## config.mk

```make
export PLATFORM = sky130hd
export DESIGN_NAME = cycle_match_timer
export DESIGN_NICKNAME = d
export VERILOG_FILES = /design/src/rtl/cmt_pkg.sv /design/src/rtl/cmt_counter.sv /design/src/rtl/cmt_compare.sv /design/src/rtl/cmt_pending.sv /design/src/rtl/cycle_match_timer.sv
export SDC_FILE = /design/constraint.sdc
export NUM_CORES = 1
export LEC_CHECK = 0
export ABC_AREA = 1
export BUFFER_PORTS_ARGS = -buffer_cell sky130_fd_sc_hd__clkbuf_2
export CAP_MARGIN = 10
export CORE_UTILIZATION = 25
export DETAILED_ROUTE_END_ITERATION = 7
export PLACE_DENSITY_LB_ADDON = 0.15
export SYNTH_ARGS = -nofsm -noshare
export SYNTH_HDL_FRONTEND = slang
export SYNTH_HIERARCHICAL = 1
export SYNTH_SLANG_ARGS = --single-unit
```

## constraint.sdc

```tcl
create_clock -name clk -period 1.9 [get_ports clk]
set_input_delay 0.285 -clock clk [delete_from_list [all_inputs] [get_ports clk]]
set_output_delay 0.285 -clock clk [all_outputs]
set_load 0.005 [all_outputs]
```

## src/rtl/cmt_pkg.sv

```systemverilog
// Shared constants and types for the cycle match timer.
// Assumes the compare register width is fixed; only the counter width varies.
package cmt_pkg;
    localparam int CMP_W = 32;
    typedef logic [CMP_W-1:0] cmp_word_t;
endpackage

```

## src/rtl/cmt_counter.sv

```systemverilog
// Free-running cycle counter, split into a 32-bit low half and an optional
// upper half that advances on the low half's wrap.
// Assumes CNT_W is 32 or 64; reset is synchronous and active low.
module cmt_counter
    import cmt_pkg::*;
#(
    parameter int               CNT_W    = 64,
    parameter logic [CNT_W-1:0] CNT_INIT = '0
) (
    input  logic             clk,
    input  logic             rst_n,
    output logic [CNT_W-1:0] cnt_o,
    output cmp_word_t        low_o
);
    localparam int LO_W = CMP_W;
    localparam int HI_W = CNT_W - CMP_W;

    logic [LO_W-1:0] lo_q;
    logic            live_q;

    // Low half: advance by one every cycle.
    always_ff @(posedge clk) begin
        if (!rst_n) lo_q <= CNT_INIT[LO_W-1:0];
        else        lo_q <= lo_q + LO_W'(1);
    end

    generate
        if (HI_W > 0) begin : g_hi
            logic [HI_W-1:0] hi_q;
            // Upper half: take the carry when the low half is about to wrap.
            always_ff @(posedge clk) begin
                if (!rst_n)     hi_q <= CNT_INIT[CNT_W-1:LO_W];
                else if (&lo_q) hi_q <= hi_q + HI_W'(1);
            end
            assign cnt_o = {hi_q, lo_q};
        end else begin : g_flat
            assign cnt_o = lo_q;
        end
    endgenerate

    assign low_o = lo_q;

    // Marks cycles that have a non-reset cycle behind them, for the checks.
    always_ff @(posedge clk) begin
        if (!rst_n) live_q <= 1'b0;
        else        live_q <= 1'b1;
    end

    // the whole counter, carry included, steps by exactly one.
    assert_step_R1: assert property (@(posedge clk) disable iff (!rst_n)
        live_q |-> cnt_o == $past(cnt_o) + CNT_W'(1));
endmodule

```

## src/rtl/cmt_compare.sv

```systemverilog
// Write-only compare register and equality detector against the low counter bits.
// Assumes the write strobe is a single-cycle level sampled at the clock edge.
module cmt_compare
    import cmt_pkg::*;
#(
    parameter cmp_word_t CMP_INIT = '1
) (
    input  logic      clk,
    input  logic      rst_n,
    input  logic      wr_en,
    input  cmp_word_t wr_data,
    input  cmp_word_t cnt_low,
    output logic      match_o
);
    cmp_word_t cmp_q;
    logic      live_q;

    // Compare register: load on every write strobe.
    always_ff @(posedge clk) begin
        if (!rst_n)     cmp_q <= CMP_INIT;
        else if (wr_en) cmp_q <= wr_data;
    end

    // Equality on the low counter bits only.
    assign match_o = (cnt_low == cmp_q);

    // Marks cycles with a non-reset cycle behind them.
    always_ff @(posedge clk) begin
        if (!rst_n) live_q <= 1'b0;
        else        live_q <= 1'b1;
    end

    // a write lands in the compare register at its edge.
    assert_load_R3: assert property (@(posedge clk) disable iff (!rst_n)
        live_q && $past(wr_en) |-> cmp_q == $past(wr_data));

    // without a write the compare register holds.
    assert_hold_R3: assert property (@(posedge clk) disable iff (!rst_n)
        live_q && !$past(wr_en) |-> $stable(cmp_q));
endmodule

```

## src/rtl/cmt_pending.sv

```systemverilog
// Sticky pending flag: set by a match, cleared by acknowledge or compare write.
// Assumes priority write-clear over match-set over acknowledge-clear.
module cmt_pending (
    input  logic clk,
    input  logic rst_n,
    input  logic match_i,
    input  logic wr_i,
    input  logic ack_i,
    output logic pend_o
);
    logic pend_q;
    logic live_q;

    // Flag update in priority order.
    always_ff @(posedge clk) begin
        if (!rst_n)       pend_q <= 1'b0;
        else if (wr_i)    pend_q <= 1'b0;
        else if (match_i) pend_q <= 1'b1;
        else if (ack_i)   pend_q <= 1'b0;
    end

    assign pend_o = pend_q;

    // Marks cycles with a non-reset cycle behind them.
    always_ff @(posedge clk) begin
        if (!rst_n) live_q <= 1'b0;
        else        live_q <= 1'b1;
    end

    // a match without a write sets the flag, even with ack present.
    assert_set_R5: assert property (@(posedge clk) disable iff (!rst_n)
        live_q && $past(match_i && !wr_i) |-> pend_o);

    // a compare write always leaves the flag clear.
    assert_wrclr_R8: assert property (@(posedge clk) disable iff (!rst_n)
        live_q && $past(wr_i) |-> !pend_o);

    // an acknowledge with no match or write clears the flag.
    assert_ack_R7: assert property (@(posedge clk) disable iff (!rst_n)
        live_q && $past(ack_i && !match_i && !wr_i) |-> !pend_o);

    // with nothing to clear it, a set flag stays set.
    assert_sticky_R7: assert property (@(posedge clk) disable iff (!rst_n)
        live_q && $past(pend_o && !ack_i && !wr_i) |-> pend_o);
endmodule

```

## src/rtl/cycle_match_timer.sv

```systemverilog
// Per-core interval timer: a free-running counter read through the register
// port, a write-only compare register on the same port, and a masked,
// sticky interrupt raised when the low 32 counter bits equal the compare value.
// Assumes CNT_W is 32 or 64; instances on different cores run unsynchronised.
module cycle_match_timer
    import cmt_pkg::*;
#(
    parameter int               CNT_W    = 64,
    parameter logic [CNT_W-1:0] CNT_INIT = '0,
    parameter cmp_word_t        CMP_INIT = '1
) (
    input  logic             clk,
    input  logic             rst_n,
    input  logic             reg_wr,
    input  logic [31:0]      reg_wdata,
    output logic [CNT_W-1:0] reg_rdata,
    input  logic             irq_enable,
    input  logic             irq_ack,
    output logic             irq_pending,
    output logic             irq
);
    cmp_word_t cnt_low;
    logic      match;

    cmt_counter #(.CNT_W(CNT_W), .CNT_INIT(CNT_INIT)) u_counter (
        .clk   (clk),
        .rst_n (rst_n),
        .cnt_o (reg_rdata),
        .low_o (cnt_low)
    );

    cmt_compare #(.CMP_INIT(CMP_INIT)) u_compare (
        .clk     (clk),
        .rst_n   (rst_n),
        .wr_en   (reg_wr),
        .wr_data (reg_wdata),
        .cnt_low (cnt_low),
        .match_o (match)
    );

    cmt_pending u_pending (
        .clk     (clk),
        .rst_n   (rst_n),
        .match_i (match),
        .wr_i    (reg_wr),
        .ack_i   (irq_ack),
        .pend_o  (irq_pending)
    );

    // Masked request toward the interrupt controller.
    assign irq = irq_pending & irq_enable;

    // the request never rises without a pending flag behind it.
    assert_irq_src_R10: assert property (@(posedge clk) disable iff (!rst_n)
        irq |-> irq_pending);
endmodule

```

==> impl_metrics.toml, run 1 <==
[yosys]
muxShareOfSynthArea_pct = 0
synth_xor_area_share_pct = 2.25
synth_cells = 862
synth-adder-area-share_pct = 0.459
synth_top_family_by_area = "simple AND/OR/NAND/NOR gates"
ys_ff_latch = 97
syn-num-nets = 901
synth_compound_area_share_pct = 8.34
synthSimpleGateAreaFrac_pct = 39.9
yosysWarnings = 6
syn_area_mm2 = 0.00545
synthDistinctLibCells = 35
ys_seq_area_share_pct = 35.7
avgSynthCellArea_um2 = 6.32

[worst_setup_path]
worst_path_most_repeated_cell = "nand2_1"
crit_family = "simple AND/OR/NAND/NOR gates"
cpPeakStageDelay_ns = 0.38
cp-end-kind = "flip-flop"
r2r-start = "u_counter/g_hi.hi_q[1]$_SDFFE_PN0P_"
regToRegSetupSlack_ns = 0.15
crit_type = "flip-flop to flip-flop"
critPathSlowestCell = "dfxtp_1"
path_cells = "ha_1 -> inv_1 -> nor2_2 -> nand2_1 -> nor2_4 -> buf_4 -> nand3_1 -> nor2_2 -> nand2_1 -> nand2_1 -> nor2_1"
cp_max_fo = 6
cp_data_required_time_ns = 2.15
rr_worst_depth = 11
crit_path_start_kind = "flip-flop"
worst-path-buf-inv = 2
r2r_end = "u_counter/g_hi.hi_q[24]$_SDFFE_PN0P_"
arrival_ns = 2.01

[die]
dieArea_mm2 = 0.0224
die_w_um = 150
core_area_mm2 = 0.0212
start_util_pct = 25.7
rows = 53
num_io_pins = 103
die_h_um = 150

[clocking]
cts.clk_slew.worst_paths_ns = 0.07
worstSkewPairLatency_ns = 0.36
cts_tree = "yes"
cts_sinks = 97
clk_path_buf_depth = 2
cts_root_buffer = "clkbuf_16"
cts_made_buffers = 9
htreeDepth = 3

[grt]
antenna_found_initial = 0
grt_pass1_wl_um = 25500
grt_max_degree = 38
track_usage_pct = 14.8
grt_overflow = 0
grt_pass1_vias = 4920

[drt]
wl_per_cell_um = 12.7
vias = 5253
routed_via_density = 4.18
drcViolationCount = 0
ant_nets = 0
drt_iter0_drc = 195
dr.pass1.iters = 4
routed_wl_um = 15900

[placement]
dp_hpwl_um = 12200
post-place-ws_ns = 0.108
port_buffers = 102
placed_area_mm2 = 0.00632
dp_cells = 1235
gp_congestion = 0.784

[hold_path]
min_to = "u_compare/cmp_q[9]$_SDFFE_PN1P_"
hp-class = "input pin to flip-flop"
min_delay_path_depth = 3
holdCritStartpoint = "reg_wdata[9]"

[timing]
finalCriticalPeriod_ns = 1.75
tightest_slew_ns = 0.445
setup_viol = 0
hold_slack_ns = 0.143
rsz0062_at_grt = "true"
fin_crit_sh_pct = 92.3
layout_setup_ws_ns = 0.146
clock_skew_ns = 0.0112
drv_slew = 0
slew_headroom_pct = 70.3
fmax_mhz = 570
finalHoldViolCount = 0

[power]
vdd_drop_max_uv = 350
swShare_pct = 24.3
pwr-share-seq_pct = 49.1
internal-power_uw = 3260
p_sw_uw = 1050
powerDensity_mw_per_mm2 = 644
p_clk_share_pct = 44.6
power_leakage_uw = 0.00303
comb_power_share_pct = 6.3

[layout]
diodes = 0
area_delta_synth_final_pct = 22.9
drive_above_1_share_pct = 21.3
final_cells = 1257
utilization_pct = 31.5
nFillCells = 2428
final_cell_area_mm2 = 0.00669
nets = 1016

[run_status]
status = "complete, no violations"

[run]
maxCapViolations = 0
[cell usage after synthesis, drive strengths merged]
master | number | area (um2)
nor2 | 168 | 704
o21ai | 14 | 70.1
nor3 | 12 | 60.1
buf | 45 | 323
inv | 101 | 379
clkbuf | 6 | 22.5
nand4 | 5 | 31.3
nand3 | 47 | 253
o21a | 4 | 30.0
ha | 2 | 25.0
dfxtp | 97 | 1940
o211ai | 19 | 143
clkinv | 1 | 5.00
and2 | 3 | 18.8
xor2 | 11 | 96.3
nand3b | 3 | 22.5
xnor2 | 3 | 26.3
and3 | 1 | 6.26
nor4 | 1 | 6.26
a21oi | 37 | 211
nand2 | 282 | 1070
[power groups by stage]
stage               sequential (uW)  combinational (uW)  clock, uW
floorplan                      2160                 185          0
global placement               2160                 277          0
detailed placement             2160                 277          0
CTS                            2120                 278       1990
global route                   2120                 317       2070
finish                         2120                 273       1920
[area by class of cell]
type,count,area [um2],area share (%)
Clock inverter,6,65.1,0.972
Sequential cell,97,1940,29.0
Clock buffer,10,239,3.57
Timing Repair Buffer,155,921,13.8
Multi-Input combinational cell,612,2790,41.7
Tap cell,275,344,5.14
Inverter,102,387,5.78
[worst reg2reg max path: cells and delay by family (launching register included)]
family	cells	cell delay [ns]
and+or+nand+nor	8	0.87
adders and majority gates	1	0.21
buffers and inverters	2	0.21
DFF	1	0.38
[cell families (layout without fill, tap and decap cells)]
group	Yosys count	after routing
AND/OR/NAND/NOR	522	522
flip-flops	97	97
buffers and inverters	153	273
AO/OA/AOI/OAI	74	74
XOR/XNOR	14	14
adder cells (fa/ha/maj)	2	2
[worst max-delay path by stage]
| stage | depth (start not counted) | endpoint | startpoint | slack [ns] |
|---|---|---|---|---|
| 2_1_floorplan | 11 | u_counter/g_hi.hi_q[30]$_SDFFE_PN0P_ | u_counter/low_o[0]$_SDFF_PN0_ | 0.21 |
| 3_3_place_gp | 8 | u_counter/low_o[25]$_SDFF_PN0_ | u_counter/low_o[0]$_SDFF_PN0_ | 0.12 |
| 3_5_place_dp | 8 | u_counter/low_o[25]$_SDFF_PN0_ | u_counter/low_o[0]$_SDFF_PN0_ | 0.11 |
| 4_1_cts | 8 | u_counter/low_o[31]$_SDFF_PN0_ | u_counter/low_o[0]$_SDFF_PN0_ | 0.08 |
| 5_1_grt | 11 | u_counter/g_hi.hi_q[19]$_SDFFE_PN0P_ | u_counter/low_o[0]$_SDFF_PN0_ | -0.01 |
| 6_report | 11 | u_counter/g_hi.hi_q[24]$_SDFFE_PN0P_ | u_counter/g_hi.hi_q[1]$_SDFFE_PN0P_ | 0.15 |
[routing by layer]
layer	part of all wire [%]	track usage, %	vias up
met1	49	19.2	2283
met5	0	0	-
met3	3.7	2.84	14
met2	46	24.7	92
li1	-	-	2864
met4	1.3	4.39	0
[metrics by stage]
step / power (uW) / setup TNS [ns]
5_1_grt: 4510 / -0.0134
4_1_cts: 4380 / 0
3_5_place_dp: 2440 / 0
3_3_place_gp: 2440 / 0
2_1_floorplan: 2340 / 0
6_report: 4310 / 0
[cell usage in the layout, fill, tap and decap left out, types with 2 or more instances in the layout]
cell type | netlist | layout
nand2_1 | 279 | 279
nor2_1 | 152 | 149
clkbuf_2 | 0 | 102
inv_1 | 96 | 96
dfxtp_1 | 97 | 96
buf_4 | 33 | 52
nand3_1 | 45 | 45
a21oi_1 | 30 | 30
o211ai_1 | 19 | 19
nor3_1 | 12 | 12
nor2_2 | 11 | 12
xor2_1 | 11 | 11
o21ai_0 | 11 | 11
clkbuf_16 | 0 | 9
a21oi_2 | 7 | 7
nor2_4 | 4 | 6
nand4_1 | 5 | 5
o21a_1 | 4 | 4
inv_2 | 5 | 4
clkinv_2 | 1 | 3
nand3b_1 | 3 | 3
and2_1 | 3 | 3
o21ai_1 | 3 | 3
xnor2_1 | 3 | 3
nand2_2 | 2 | 2
ha_1 | 2 | 2
[flip-flops by register name, summed over array words and instances (netlist names)]
signal	cells
u_counter/low_o	32
u_counter/g_hi.hi_q	32
u_compare/cmp_q	32
u_pending/pend_o	1
[timing repair]
item	CTS	global route
setup buffers	0	6
endpoints found under the setup margin	0	23
hold buffers	0	0
resized for setup	0	7
(Power assumes the default switching activity.)
==> inputs of run 2 (changes only) <==
- CTS_BUF_LIST: unset -> sky130_fd_sc_hd__clkbuf_8
==> impl_metrics.toml, run 2 (same netlist as run 1, synthesis figures left out) <==
[drt]
ant_nets = 0
drt_iter0_drc = 225
drcViolationCount = 0
vias = 5231
routed_via_density = 4.16
dr.pass1.iters = 4
wl_per_cell_um = 12.6
routed_wl_um = 15900

[placement]
dp_hpwl_um = 12200
gp_congestion = 0.784
post-place-ws_ns = 0.108
port_buffers = 102

[run]
maxCapViolations = 0

[clocking]
cts_tree = "yes"
htreeDepth = 3
cts_sinks = 97
hold_buffers = 0
cts.clk_slew.worst_paths_ns = 0.10
clk_path_buf_depth = 2
worstSkewPairLatency_ns = 0.38
cts_made_buffers = 9
cts_root_buffer = "clkbuf_8"

[grt]
track_usage_pct = 14.7
antenna_found_initial = 0
grt_overflow = 0
grt_max_degree = 38
grt_pass1_wl_um = 25500
grt_pass1_vias = 4891

[worst_setup_path]
crit_path_end = "u_counter/g_hi.hi_q[18]$_SDFFE_PN0P_"
r2r-start = "u_counter/low_o[0]$_SDFF_PN0_"
crit_path_start_kind = "flip-flop"
arrival_ns = 2.03
cp-end-kind = "flip-flop"
cp_max_fo = 7
rr_worst_depth = 11
cp_data_required_time_ns = 2.17
crit_start = "u_counter/low_o[0]$_SDFF_PN0_"
r2r_end = "u_counter/g_hi.hi_q[18]$_SDFFE_PN0P_"
crit_type = "flip-flop to flip-flop"
regToRegSetupSlack_ns = 0.14

[power]
comb_power_share_pct = 7.1
power_leakage_uw = 0.00299
internal-power_uw = 2850
swShare_pct = 25.7
vdd_drop_max_uv = 399
powerDensity_mw_per_mm2 = 580
pwr-share-seq_pct = 55.2
p_clk_share_pct = 37.7
p_sw_uw = 984
power_uw = 3830

[die]
rows = 53
dieArea_mm2 = 0.0224
start_util_pct = 25.7
die_w_um = 150
num_io_pins = 103
die_h_um = 150
core_area_mm2 = 0.0212

[layout]
final_cell_mix = "nand2_1, nor2_1, clkbuf_2"
area_delta_synth_final_pct = 21.3
drive_above_1_share_pct = 21.7
nets = 1017
diodes = 0
final_common_cell = "nand2_1"

[timing]
fmax_mhz = 568
slew_headroom_pct = 70.2
finalCriticalPeriod_ns = 1.76
setup_viol = 0
clock_skew_ns = 0.0169
tightest_slew_ns = 0.446
drv_slew = 0
finalHoldViolCount = 0
fin_crit_sh_pct = 92.7
finalSetupTns_ns = 0
layout_setup_ws_ns = 0.139

[run_status]
status = "complete, no violations"

[hold_path]
hp-class = "input pin to flip-flop"
-- run 2: critical path, stage by stage (launching register included) --
cell	delay [ns]
dfxtp_1	0.35
ha_1	0.16
nand2_1	0.10
nor2_4	0.17
nand2_4	0.10
nor2_8	0.14
nand3_4	0.14
buf_4	0.20
nor2_1	0.13
nand2_1	0.07
nand2_1	0.06
nor2_1	0.04
-- run 2: power groups by stage --
stage | combinational [uW] | clock [uW] | sequential, uW
6_report | 273 | 1450 | 2120
4_1_cts | 278 | 1510 | 2120
3_5_place_dp | 277 | 0 | 2160
2_1_floorplan | 185 | 0 | 2160
3_3_place_gp | 277 | 0 | 2160
5_1_grt | 317 | 1600 | 2120
-- run 2: through the flow --
stage	util [%]	hold WS (ns)	instances	cell area [um2]
finish	31.1	0.110	1258	6610
global route	31.1	0.0852	1258	6610
CTS	30.7	0.0862	1251	6520
detailed placement	29.8	0.470	1235	6320
global placement	29.8	0.470	1235	6320
floorplan	-	0.384	862	5450
-- run 2: cell type report --
class                           count  area (um2)
Clock buffer                       10         138
Clock inverter                      6        65.1
Fill cell                        2433       14600
Inverter                          102         388
Multi-Input combinational cell    612        2800
Sequential cell                    97        1940
Tap cell                          275         344
Timing Repair Buffer              156         928
-- run 2: layer usage --
metal	wire (um)	track usage [%]	share of wire (%)
met2	7300	24.5	46
met1	7800	19.2	49
met4	160	3.32	1.0
met5	0	0	0
met3	625	3.38	3.9
-- run 2: repair_timing --
| action | 4_1_cts | 5_1_grt |
|---|---|---|
| endpoints found under the hold margin | 0 | 0 |
| gates resized for setup | 0 | 11 |
| setup endpoints to repair | 0 | 23 |
| setup buffers | 0 | 7 |
-- run 2: worst min-delay path by stage --
stage                                          start  slack (ns)                               end  cells after the start
floorplan                                      rst_n        0.38  u_compare/cmp_q[30]$_SDFFE_PN1P_                      1
global route                            reg_wdata[9]        0.09   u_compare/cmp_q[9]$_SDFFE_PN1P_                      3
CTS                                    reg_wdata[10]        0.09  u_compare/cmp_q[10]$_SDFFE_PN1P_                      3
detailed placement   u_compare/cmp_q[6]$_SDFFE_PN1P_        0.47   u_compare/cmp_q[6]$_SDFFE_PN1P_                      2
finish                                 reg_wdata[25]        0.11  u_compare/cmp_q[25]$_SDFFE_PN1P_                      3
global placement    u_compare/cmp_q[28]$_SDFFE_PN1P_        0.47  u_compare/cmp_q[28]$_SDFFE_PN1P_                      2
